--- config.mk ---
export PLATFORM = sky130hd
export DESIGN_NAME = prc_status_bank
export DESIGN_NICKNAME = d
export VERILOG_FILES = /design/src/rtl/prc_pkg.sv /design/src/rtl/prc_edge_det.sv /design/src/rtl/prc_loop_mon.sv /design/src/rtl/prc_sticky_reg.sv /design/src/rtl/prc_status_bank.sv
export SDC_FILE = /design/constraint.sdc
export NUM_CORES = 1
export LEC_CHECK = 0
export BUFFER_PORTS_ARGS = -buffer_cell sky130_fd_sc_hd__buf_2
export CAP_MARGIN = 0
export CORE_UTILIZATION = 50
export CTS_CLUSTER_DIAMETER = 80
export DETAILED_ROUTE_END_ITERATION = 7
export PLACE_DENSITY = 0.71
export SLEW_MARGIN = 15
export SYNTH_ARGS = -nofsm -noshare
export SYNTH_HDL_FRONTEND = slang
export SYNTH_HIERARCHICAL = 1
export SYNTH_SLANG_ARGS = --single-unit
--- constraint.sdc ---
create_clock -name clk_i -period 4.2 [get_ports clk_i]
set_input_delay 0.21 -clock clk_i [delete_from_list [all_inputs] [get_ports clk_i]]
set_output_delay 0.21 -clock clk_i [all_outputs]
set_load 0.005 [all_outputs]
--- src/rtl/prc_pkg.sv ---
package prc_pkg;
  localparam int unsigned BYTE_W    = 8;
  localparam int unsigned IDX_W     = 5;
  localparam logic [7:0]  PAGE_ID   = 8'h01;
  localparam logic [4:0]  IDX_TPART = 5'd0;
  localparam logic [4:0]  IDX_APART = 5'd1;
  localparam logic [4:0]  IDX_TLINK = 5'd2;
  localparam logic [4:0]  IDX_LBERR = 5'd3;
endpackage

--- src/rtl/prc_edge_det.sv ---
module prc_edge_det #(
  parameter int unsigned W = 8
) (
  input  logic         clk_i,
  input  logic         rst_ni,
  input  logic         arm_i,
  input  logic [W-1:0] in_i,
  output logic [W-1:0] chg_o
);
  logic [W-1:0] prev_q;

  always_ff @(posedge clk_i or negedge rst_ni) begin
    if (!rst_ni) prev_q <= '0;
    else         prev_q <= in_i;
  end

  // before arm, prev_q is not yet a valid sample
  for (genvar i = 0; i < W; i++) begin : g_bit
    assign chg_o[i] = arm_i & (in_i[i] ^ prev_q[i]);
  end
endmodule

--- src/rtl/prc_loop_mon.sv ---
module prc_loop_mon (
  input  logic clk_i,
  input  logic rst_ni,
  input  logic arm_i,
  input  logic tx_i,
  input  logic echo_i,
  output logic err_o
);
  logic tx_q, echo_q;

  always_ff @(posedge clk_i or negedge rst_ni) begin
    if (!rst_ni) begin
      tx_q   <= 1'b0;
      echo_q <= 1'b0;
    end else begin
      tx_q <= tx_i;
      if (!tx_i)          echo_q <= 1'b0;
      else if (echo_i)    echo_q <= 1'b1;
    end
  end

  // end of packet without echo
  assign err_o = arm_i & tx_q & ~tx_i & ~echo_q;
endmodule

--- src/rtl/prc_sticky_reg.sv ---
module prc_sticky_reg #(
  parameter int unsigned W = 8
) (
  input  logic         clk_i,
  input  logic         rst_ni,
  input  logic [W-1:0] set_i,
  input  logic         clr_i,
  output logic [W-1:0] q_o
);
  always_ff @(posedge clk_i or negedge rst_ni) begin
    if (!rst_ni)    q_o <= '0;
    else if (clr_i) q_o <= set_i;   // same-cycle event survives clear
    else            q_o <= q_o | set_i;
  end
endmodule

--- src/rtl/prc_status_bank.sv ---
module prc_status_bank
  import prc_pkg::*;
#(
  parameter int unsigned NUM_TP = 8
) (
  input  logic              clk_i,
  input  logic              rst_ni,
  input  logic              cmd_wr_i,
  input  logic [BYTE_W-1:0] cmd_data_i,
  input  logic              rd_en_i,
  input  logic [IDX_W-1:0]  rd_idx_i,
  output logic [BYTE_W-1:0] rd_data_o,
  output logic              rd_valid_o,
  input  logic [NUM_TP-1:0] tp_part_i,
  input  logic              aui_part_i,
  input  logic [NUM_TP-1:0] tp_link_i,
  input  logic              aui_tx_i,
  input  logic              aui_echo_i
);
  localparam int unsigned PAD_W = BYTE_W - NUM_TP;

  logic [BYTE_W-1:0] page_q;
  logic              arm_q;
  logic              page_hit;
  logic [NUM_TP-1:0] tp_part_chg, tp_link_chg;
  logic              aui_part_chg, lb_err_evt;
  logic [NUM_TP-1:0] tp_part_q, tp_link_q;
  logic              aui_part_q, lb_err_q;
  logic [3:0]        clr;
  logic [BYTE_W-1:0] rd_mux;

  always_ff @(posedge clk_i or negedge rst_ni) begin
    if (!rst_ni) begin
      page_q <= '0;
      arm_q  <= 1'b0;
    end else begin
      arm_q <= 1'b1;
      if (cmd_wr_i) page_q <= cmd_data_i;
    end
  end

  assign page_hit = rd_en_i && (page_q == PAGE_ID);

  for (genvar k = 0; k < 4; k++) begin : g_clr
    assign clr[k] = page_hit && (rd_idx_i == IDX_W'(k));
  end

  prc_edge_det #(.W(NUM_TP)) u_tp_part_det (
    .clk_i, .rst_ni, .arm_i(arm_q), .in_i(tp_part_i), .chg_o(tp_part_chg));
  prc_edge_det #(.W(1)) u_aui_part_det (
    .clk_i, .rst_ni, .arm_i(arm_q), .in_i(aui_part_i), .chg_o(aui_part_chg));
  prc_edge_det #(.W(NUM_TP)) u_tp_link_det (
    .clk_i, .rst_ni, .arm_i(arm_q), .in_i(tp_link_i), .chg_o(tp_link_chg));
  prc_loop_mon u_loop_mon (
    .clk_i, .rst_ni, .arm_i(arm_q), .tx_i(aui_tx_i), .echo_i(aui_echo_i),
    .err_o(lb_err_evt));

  prc_sticky_reg #(.W(NUM_TP)) u_tp_part_reg (
    .clk_i, .rst_ni, .set_i(tp_part_chg), .clr_i(clr[0]), .q_o(tp_part_q));
  prc_sticky_reg #(.W(1)) u_aui_part_reg (
    .clk_i, .rst_ni, .set_i(aui_part_chg), .clr_i(clr[1]), .q_o(aui_part_q));
  prc_sticky_reg #(.W(NUM_TP)) u_tp_link_reg (
    .clk_i, .rst_ni, .set_i(tp_link_chg), .clr_i(clr[2]), .q_o(tp_link_q));
  prc_sticky_reg #(.W(1)) u_lb_err_reg (
    .clk_i, .rst_ni, .set_i(lb_err_evt), .clr_i(clr[3]), .q_o(lb_err_q));

  always_comb begin
    rd_mux = '0;
    if (page_hit) begin
      case (rd_idx_i)
        IDX_TPART: rd_mux = {{PAD_W{1'b0}}, tp_part_q};
        IDX_APART: rd_mux = {aui_part_q, 7'b0};
        IDX_TLINK: rd_mux = {{PAD_W{1'b0}}, tp_link_q};
        IDX_LBERR: rd_mux = {lb_err_q, 7'b0};
        default:   rd_mux = '0;
      endcase
    end
  end

  always_ff @(posedge clk_i or negedge rst_ni) begin
    if (!rst_ni) begin
      rd_data_o  <= '0;
      rd_valid_o <= 1'b0;
    end else begin
      rd_data_o  <= rd_mux;
      rd_valid_o <= rd_en_i;
    end
  end
endmodule

==> out/qor.log, run 1 <==
[cells_and_area] commonest cells after routing, fill and taps aside dfrtp_1, buf_2, a21o_1
[cells_and_area] number of antenna diodes 0
[pwr] PnR Total Power 0.000999 W
[setup_path] capturing point of the worst reg2reg path u_tp_part_reg/q_o[5]
[route] detailed-route vias per instance 5.02
[logic_synthesis] number of warnings printed during yosys synthesis 6
[grt] GRT Overall Usage 0.178
[setup_path] crit path buf inv count 1
[setup_path] slowest CP cell dfrtp_1
[placed_design] cell area reported after detailed placement 0.00246 mm²
[sta] Tightest Pin Transition 0.669 ns
[route] Routed Antenna Nets 0
[pwr] combinational group share of total power 0.073
[clocking] count of cells resized by post-cts repair 0
[sta] number of failing hold endpoints at the final stage 0
[clocking] number of setup buffers added after CTS 0
[sta] final slew viol count 0
[setup_path] Worst Setup End Kind flop
[logic_synthesis] net count after synthesis 186
[pwr] Internal Power 0.000770 W
[logic_synthesis] fraction of the yosys area taken by sequential cells 0.631
[grt] wire length of the first global-routing pass 5720 µm
[sta] smallest hold slack 0.0104 ns
[min_path] type of the most critical hold path in -> async
[grt] vias in the first global route 1,255
[floorplanning] initial core utilization 0.533
[setup_path] arrival time of the worst setup path 1.80 ns
[sta] final setup fails 0
[setup_path] startpoint of the lowest-slack register-to-register path page_q[6]
[cells_and_area] proportion of layout cells with a drive suffix above 1 0.358
[route] post-detailed-routing wire length 3580 µm
[sta] setup tns final 0 ns
[pwr] Sequential Power Share 0.563
[setup_path] peak fanout along the critical path 8
[route] number of iterations in the first detailed-routing pass 2
[floorplanning] floorplan die width 68.0 µm
[setup_path] kind of cell with the highest combined delay on the critical path simple AND/OR/NAND/NOR gates
[pwr] clock group share of total power 0.364
[grt] initial antenna violation count 0
[clocking] cts hold-fix bufs 0
[pwr] PwrDens 387 mW/mm²
[setup_path] internal reg-to-reg setup slack 2.60 ns
[logic_synthesis] cell area after technology mapping 0.00218 mm²
[logic_synthesis] number of cells produced by synthesis 150
[route] First DRT Iteration DRCs 57
[pwr] leak pwr 1.18 nW
[setup_path] crit-path cells nor4b_4 > nand3_4 > nor3_1 > inv_2 > a21o_1
[setup_path] Setup Crit Path Kind reg -> reg
[floorplanning] Total Die Area 0.00463 mm²
[setup_path] data required time at the worst endpoint 4.41 ns
[logic_synthesis] mean area per synthesized cell 14.5 µm²
[floorplanning] total I/O pin count 45
[logic_synthesis] count of unique library cells instantiated by Yosys 23
[cells_and_area] most common cell after layout, fill and taps aside dfrtp_1
[sta] Peak Freq 626 MHz
[clocking] Clock Root Buffer clkbuf_8
[route] detail-routed net length per standard cell 14.3 µm
[placed_design] number of I/O port buffers 44
[grt] largest net degree at the start of global routing 56
[sta] Slew HR 0.554
[floorplanning] cell row count 23
[placed_design] sum of net half-perimeters after detailed placement 2530 µm
[sta] RSZ-0062 raised after global routing false
[placed_design] GPL Wtd Cong 0.728
[clocking] clock buffers created by TritonCTS 5
[pwr] switching power summed over all nets 0.000229 W
[logic_synthesis] synthesis-stage register bit count 55
[run_status] outcome complete, no violations
[route] Residual DRC 0
[logic_synthesis] commonest register cell after synthesis dfrtp_1
[clocking] insertion delay to the later sink of the worst-skew pair 0.32 ns
[pwr] Sw Share 0.229
[floorplanning] core area 0.00409 mm²
[cells_and_area] Area growth syn-to-layout 18.3%
[cells_and_area] post-route design area 0.00258 mm²
[logic_synthesis] number of flops mapped to enable cells by yosys 0
[grt] leftover overflow at the end of global routing 0
[clocking] clock tree from TritonCTS built
[floorplanning] die height 68.0 µm
[logic_synthesis] Synth async-reset ratio 1.00
[run] count of max-cap constraint violations 0
[setup_path] slowest stage delay, CP 0.42 ns
[setup_path] crit path launch type flop
[route] routed via count 1,260
[pwr] IR Drop Worst-Case VDD 0.000235 V
[cells_and_area] Post-layout nets 236
[clocking] Clock transition at path regs 0.10 ns
[clocking] H-tree levels 2
[clocking] Clock Sink Count 55
[clocking] number of buffers between clock root and the deepest sink 2
[sta] clk_skew 0.00977 ns
[sta] fin crit share 0.380
[sta] Tmin final 1.60 ns
[setup_path] number of cell instances on the worst register-to-register path 5
-- metrics by stage --
step           utilization  worst slack [ns]  instances
3_3_place_gp         0.602              2.65        243
5_1_grt              0.631              2.49        251
6_report             0.631              2.60        251
4_1_cts              0.631              2.59        251
2_1_floorplan            -              2.74        150
3_5_place_dp         0.602              2.60        243
-- layout make-up --
class / count / area (µm²)
clock buffers: 5 / 68.8
clock inverters: 3 / 50.0
fillers: 315 / 1510
inverters: 4 / 15.0
multi-input cells: 89 / 778
flip-flops and latches: 55 / 1380
well taps: 50 / 62.6
repair buffers: 45 / 228
-- flip-flops by register name, summed over array words and instances (netlist names) --
signal	cells
u_aui_part_det/prev_q	1
u_lb_err_reg/q_o	1
u_tp_link_det/prev_q	8
u_aui_part_reg/q_o	1
u_tp_part_det/prev_q	8
rd_data_o	8
arm_q	1
page_q	8
u_tp_link_reg/q_o	8
u_tp_part_reg/q_o	8
u_loop_mon/echo_q	1
rd_valid_o	1
u_loop_mon/tx_q	1
-- kinds of logic after synthesis --
kind of cell | synth area share
AOI/OAI and AO/OA | 0.0654
xor gates and xnor gates | 0.0683
buffers and inverters | 0.0115
DFF | 0.631
muxes | 0.0855
other | 0.00172
and+or+nand+nor | 0.136
-- power groups by stage --
| stage | clock network (W) | logic (W) | registers (W) |
|---|---|---|---|
| after global routing | 0.000392 | 0.0000822 | 0.000565 |
| after CTS | 0.000372 | 0.0000755 | 0.000563 |
| after detailed placement | 0 | 0.0000749 | 0.000573 |
| after global placement | 0 | 0.0000723 | 0.000571 |
| after floorplan | 0 | 0.0000372 | 0.000569 |
| final | 0.000364 | 0.0000733 | 0.000562 |
-- per-layer routing --
metal	vias up	track usage	part of all wire
met5	-	0	0
met4	0	0.107	0.024
met3	7	0.0483	0.041
met2	29	0.286	0.50
met1	620	0.212	0.43
li1	604	-	-
-- cells in the mapped netlist, types with 2 or more instances --
cell     count  share of area
a21o_1      18          0.062
and2_1      17          0.049
buf_2        2         0.0046
dfrtp_1     55           0.63
inv_1        2         0.0034
inv_2        2         0.0034
mux2_2       8          0.041
mux2i_1      7          0.032
nor2_1       7          0.012
nor3b_2      2          0.011
nor4b_4      2          0.022
xor2_1      17          0.068
-- worst max path at each step --
stage / endpoint / cells past startpoint / slack [ns] / start
floorplan: u_tp_link_reg/q_o[5] / 5 / 2.74 / page_q[1]
CTS: u_tp_link_reg/q_o[5] / 5 / 2.59 / page_q[1]
global route: u_tp_link_reg/q_o[5] / 5 / 2.49 / page_q[1]
finish: u_tp_part_reg/q_o[5] / 5 / 2.60 / page_q[6]
global placement: u_tp_part_reg/q_o[5] / 5 / 2.65 / page_q[1]
detailed placement: u_tp_link_reg/q_o[5] / 5 / 2.60 / page_q[1]
-- worst register-to-register path: cells and delay by family, from the launching register on --
kind	cells	cell delay [ns]
and+or+nand+nor	3	0.75
DFF	1	0.42
AOI/OAI and AO/OA	1	0.20
buffers and inverters	1	0.13
Note: power is estimated with default switching activity, not from simulation.
==> inputs of run 2 (changes only) <==
--- a/config.mk
+++ b/config.mk
@@ -7,7 +7,7 @@
 export LEC_CHECK = 0
 export BUFFER_PORTS_ARGS = -buffer_cell sky130_fd_sc_hd__buf_2
 export CAP_MARGIN = 0
-export CORE_UTILIZATION = 50
+export CORE_UTILIZATION = 48
 export CTS_CLUSTER_DIAMETER = 80
 export DETAILED_ROUTE_END_ITERATION = 7
 export PLACE_DENSITY = 0.71
==> constraint.sdc (replaced) <==
create_clock -name clk_i -period 1.3 [get_ports clk_i]
set_input_delay 0.065 -clock clk_i [delete_from_list [all_inputs] [get_ports clk_i]]
set_output_delay 0.065 -clock clk_i [all_outputs]
set_load 0.005 [all_outputs]
==> run 2 against run 1 <==
The flow now finishes with violations (setup timing). First-iteration DRC count fell by 23%. Sequential share of layout area down 5.8 points. Wire length up 6.2%. Cell count is 13% higher. Global-route usage increased by 0.075 points. Clock power grew 130%. Die area up 4.0%.
==> out/qor.log, run 2 (same netlist as run 1, synthesis figures left out) <==
[grt] GRT Overall Usage 0.179 [+0.000746]
[sta] worst path setup slack after routing -0.204 ns [-2.81 ns]
[floorplanning] floorplan die width 69.4 µm [+2.0%]
[cells_and_area] proportion of layout cells with a drive suffix above 1 0.346 [-0.0119]
[cells_and_area] total area of sequential cells 0.00138 mm² [unchanged]
[cells_and_area] number of fillers in the final layout 316 [+0.32%]
[route] number of iterations in the first detailed-routing pass 4 [+2]
[pwr] IR Drop Worst-Case VDD 0.000649 V [+180%]
[setup_path] data required time at the worst endpoint 1.50 ns [-2.91 ns]
[floorplanning] initial core utilization 0.501 [-0.0328]
[floorplanning] cell row count 24 [+4.3%]
[grt] vias in the first global route 1,550 [+24%]
[cells_and_area] commonest cells after routing, fill and taps aside dfrtp_1, buf_2, dlygate4sd3_1
[clocking] clock buffers created by TritonCTS 5 [unchanged]
[cells_and_area] most common cell after layout, fill and taps aside dfrtp_1
[clocking] H-tree levels 2 [unchanged]
[sta] RSZ-0062 raised after global routing true
[setup_path] Worst Setup End Kind flop
[cells_and_area] Area growth syn-to-layout 32.7%
[min_path] number of stages on the worst hold path 2
[route] First DRT Iteration DRCs 44 [-23%]
[sta] clk_skew 0.00357 ns [-0.00620 ns]
[setup_path] slowest CP cell dfrtp_1
[setup_path] slowest stage delay, CP 0.41 ns [about the same]
[cells_and_area] footprint of the multi-input gates 812 µm² [+4.3%]
[route] Residual DRC 0 [unchanged]
[route] Routed Antenna Nets 0 [unchanged]
[floorplanning] Total Die Area 0.00481 mm² [+4.0%]
[grt] wire length of the first global-routing pass 6580 µm [+15%]
[floorplanning] total I/O pin count 45 [unchanged]
[clocking] Clock Sink Count 55 [unchanged]
[sta] setup tns final -3.56 ns [-3.56 ns]
[placed_design] number of I/O port buffers 44 [unchanged]
[floorplanning] die height 69.4 µm [+2.0%]
[cells_and_area] Post-layout nets 268 [+14%]
[route] routed via count 1,382 [+9.7%]
[run_status] violations in the final reports setup timing
[clocking] insertion delay to the later sink of the worst-skew pair 0.30 ns [-0.02 ns]
[sta] fin crit share 1.16 [+0.777]
[clocking] Clock Root Buffer clkbuf_8
[grt] leftover overflow at the end of global routing 0 [unchanged]
[min_path] type of the most critical hold path in -> reg
[cells_and_area] final standard cell utilization of the core 0.664 [+0.0330]
[setup_path] arrival time of the worst setup path 1.70 ns [-0.10 ns]
[grt] met2 capacity usage during global routing 0.309 [+0.0230]
[setup_path] Setup Crit Path Kind reg -> reg
[floorplanning] core area 0.00435 mm² [+6.6%]
[setup_path] crit-path cells nor4_4 > nand3_4 > nor3b_2 > inv_2 > a21o_1
[route] post-detailed-routing wire length 3800 µm [+6.2%]
[run_status] outcome finished, violations left
[setup_path] crit path launch type flop
[grt] global-route met3 utilization 0.0436 [-0.00473]
[pwr] PwrDens 1030 mW/mm² [+170%]
[sta] final setup fails 25 [+25]
[sta] final slew viol count 0 [unchanged]
[grt] global routing's busiest layer met2
[grt] met1 track utilization from global routing 0.200 [-0.0122]
[pwr] leak pwr 1.32 nW [+12%]
[cells_and_area] number of antenna diodes 0 [unchanged]
[route] detailed-route vias per instance 4.88 [-2.7%]
[sta] Peak Freq 665 MHz [+6.2%]
[clocking] clock tree from TritonCTS built
[clocking] Clock transition at path regs 0.09 ns [about the same]
[grt] initial antenna violation count 0 [unchanged]
[sta] Tmin final 1.50 ns [-0.0932 ns]
[grt] largest net degree at the start of global routing 56 [unchanged]
[placed_design] GPL Wtd Cong 0.707 [-2.9%]
[run] count of max-cap constraint violations 0 [unchanged]
[setup_path] peak fanout along the critical path 8 [unchanged]
[placed_design] sum of net half-perimeters after detailed placement 2520 µm [-0.48%]
[sta] number of failing hold endpoints at the final stage 0 [unchanged]
[route] detail-routed net length per standard cell 13.4 µm [-5.8%]
[clocking] number of buffers between clock root and the deepest sink 2 [unchanged]
[setup_path] number of cell instances on the worst register-to-register path 5 [unchanged]
-- run 2: cell types whose count changed in the layout (fill, tap and decap cells not counted), sizes merged --
| cell | delta |
|---|---|
| dlygate4sd3 | +28 |
| bufinv | -1 |
| buf | +4 |
| inv | -2 |
| clkbuf | +1 |
-- run 2: final timing paths --
kind                                      startpoint                    to  slack (ns)
max in group asynchronous                     rst_ni  u_tp_link_reg/q_o[3]        0.79
min in group asynchronous                     rst_ni          rd_data_o[5]        0.28
worst max-delay path                       page_q[3]  u_tp_link_reg/q_o[1]       -0.20
worst max register to register             page_q[3]  u_tp_link_reg/q_o[1]       -0.20
worst min register to register  u_tp_link_reg/q_o[6]  u_tp_link_reg/q_o[6]        0.48
worst min-delay path                   cmd_data_i[1]             page_q[1]       0.004
-- run 2: final cells by class --
class | instances | area share
clock buffer | 6 | 0.0251
inverter | 4 | 0.00519
multi-input combinational | 89 | 0.281
sequential | 55 | 0.476
tap | 52 | 0.0225
timing repair buffer | 77 | 0.190
-- run 2: layer usage --
metal,share of wire,routed length (µm)
met1,0.41,1570
met2,0.52,1970
met3,0.042,161
met4,0.027,102
met5,0,0
-- run 2: critical path, delay by kind of cell, from the launching register on --
kind / cells / cell delay [ns]
compound gates: 1 / 0.17
buf+inv: 1 / 0.11
flops: 1 / 0.41
simple gates: 3 / 0.71
-- run 2: report_power, final --
group          leakage, nW  switching (W)  internal (W)  total (W)
Clock               0.0371       0.000491      0.000360   0.000851
Sequential           0.608      0.0000437       0.00177    0.00181
Combinational        0.672       0.000125      0.000189   0.000314
Total                 1.32       0.000659       0.00232    0.00298
-- run 2: what timing repair did --
item                                   4_1_cts  5_1_grt
hold buffers                                28        0
setup endpoints to repair                   25       26
buffers inserted                             1        1
resized for setup                            6        2
pin swaps                                    8        3
endpoints found under the hold margin       82        0
-- run 2: through the flow --
step                instance area (µm²)  setup slack, ns  total power [W]  cells  hold slack, ns
finish                             2890           -0.204          0.00298    283         0.00431
global route                       2890           -0.304          0.00311    283         0.00762
CTS                                2880           -0.223          0.00302    283       0.0000603
detailed placement                 2500           -0.229          0.00210    248          0.0833
global placement                   2500           -0.162          0.00209    248          0.0799
floorplan                          2180           -0.124          0.00196    150          -0.231
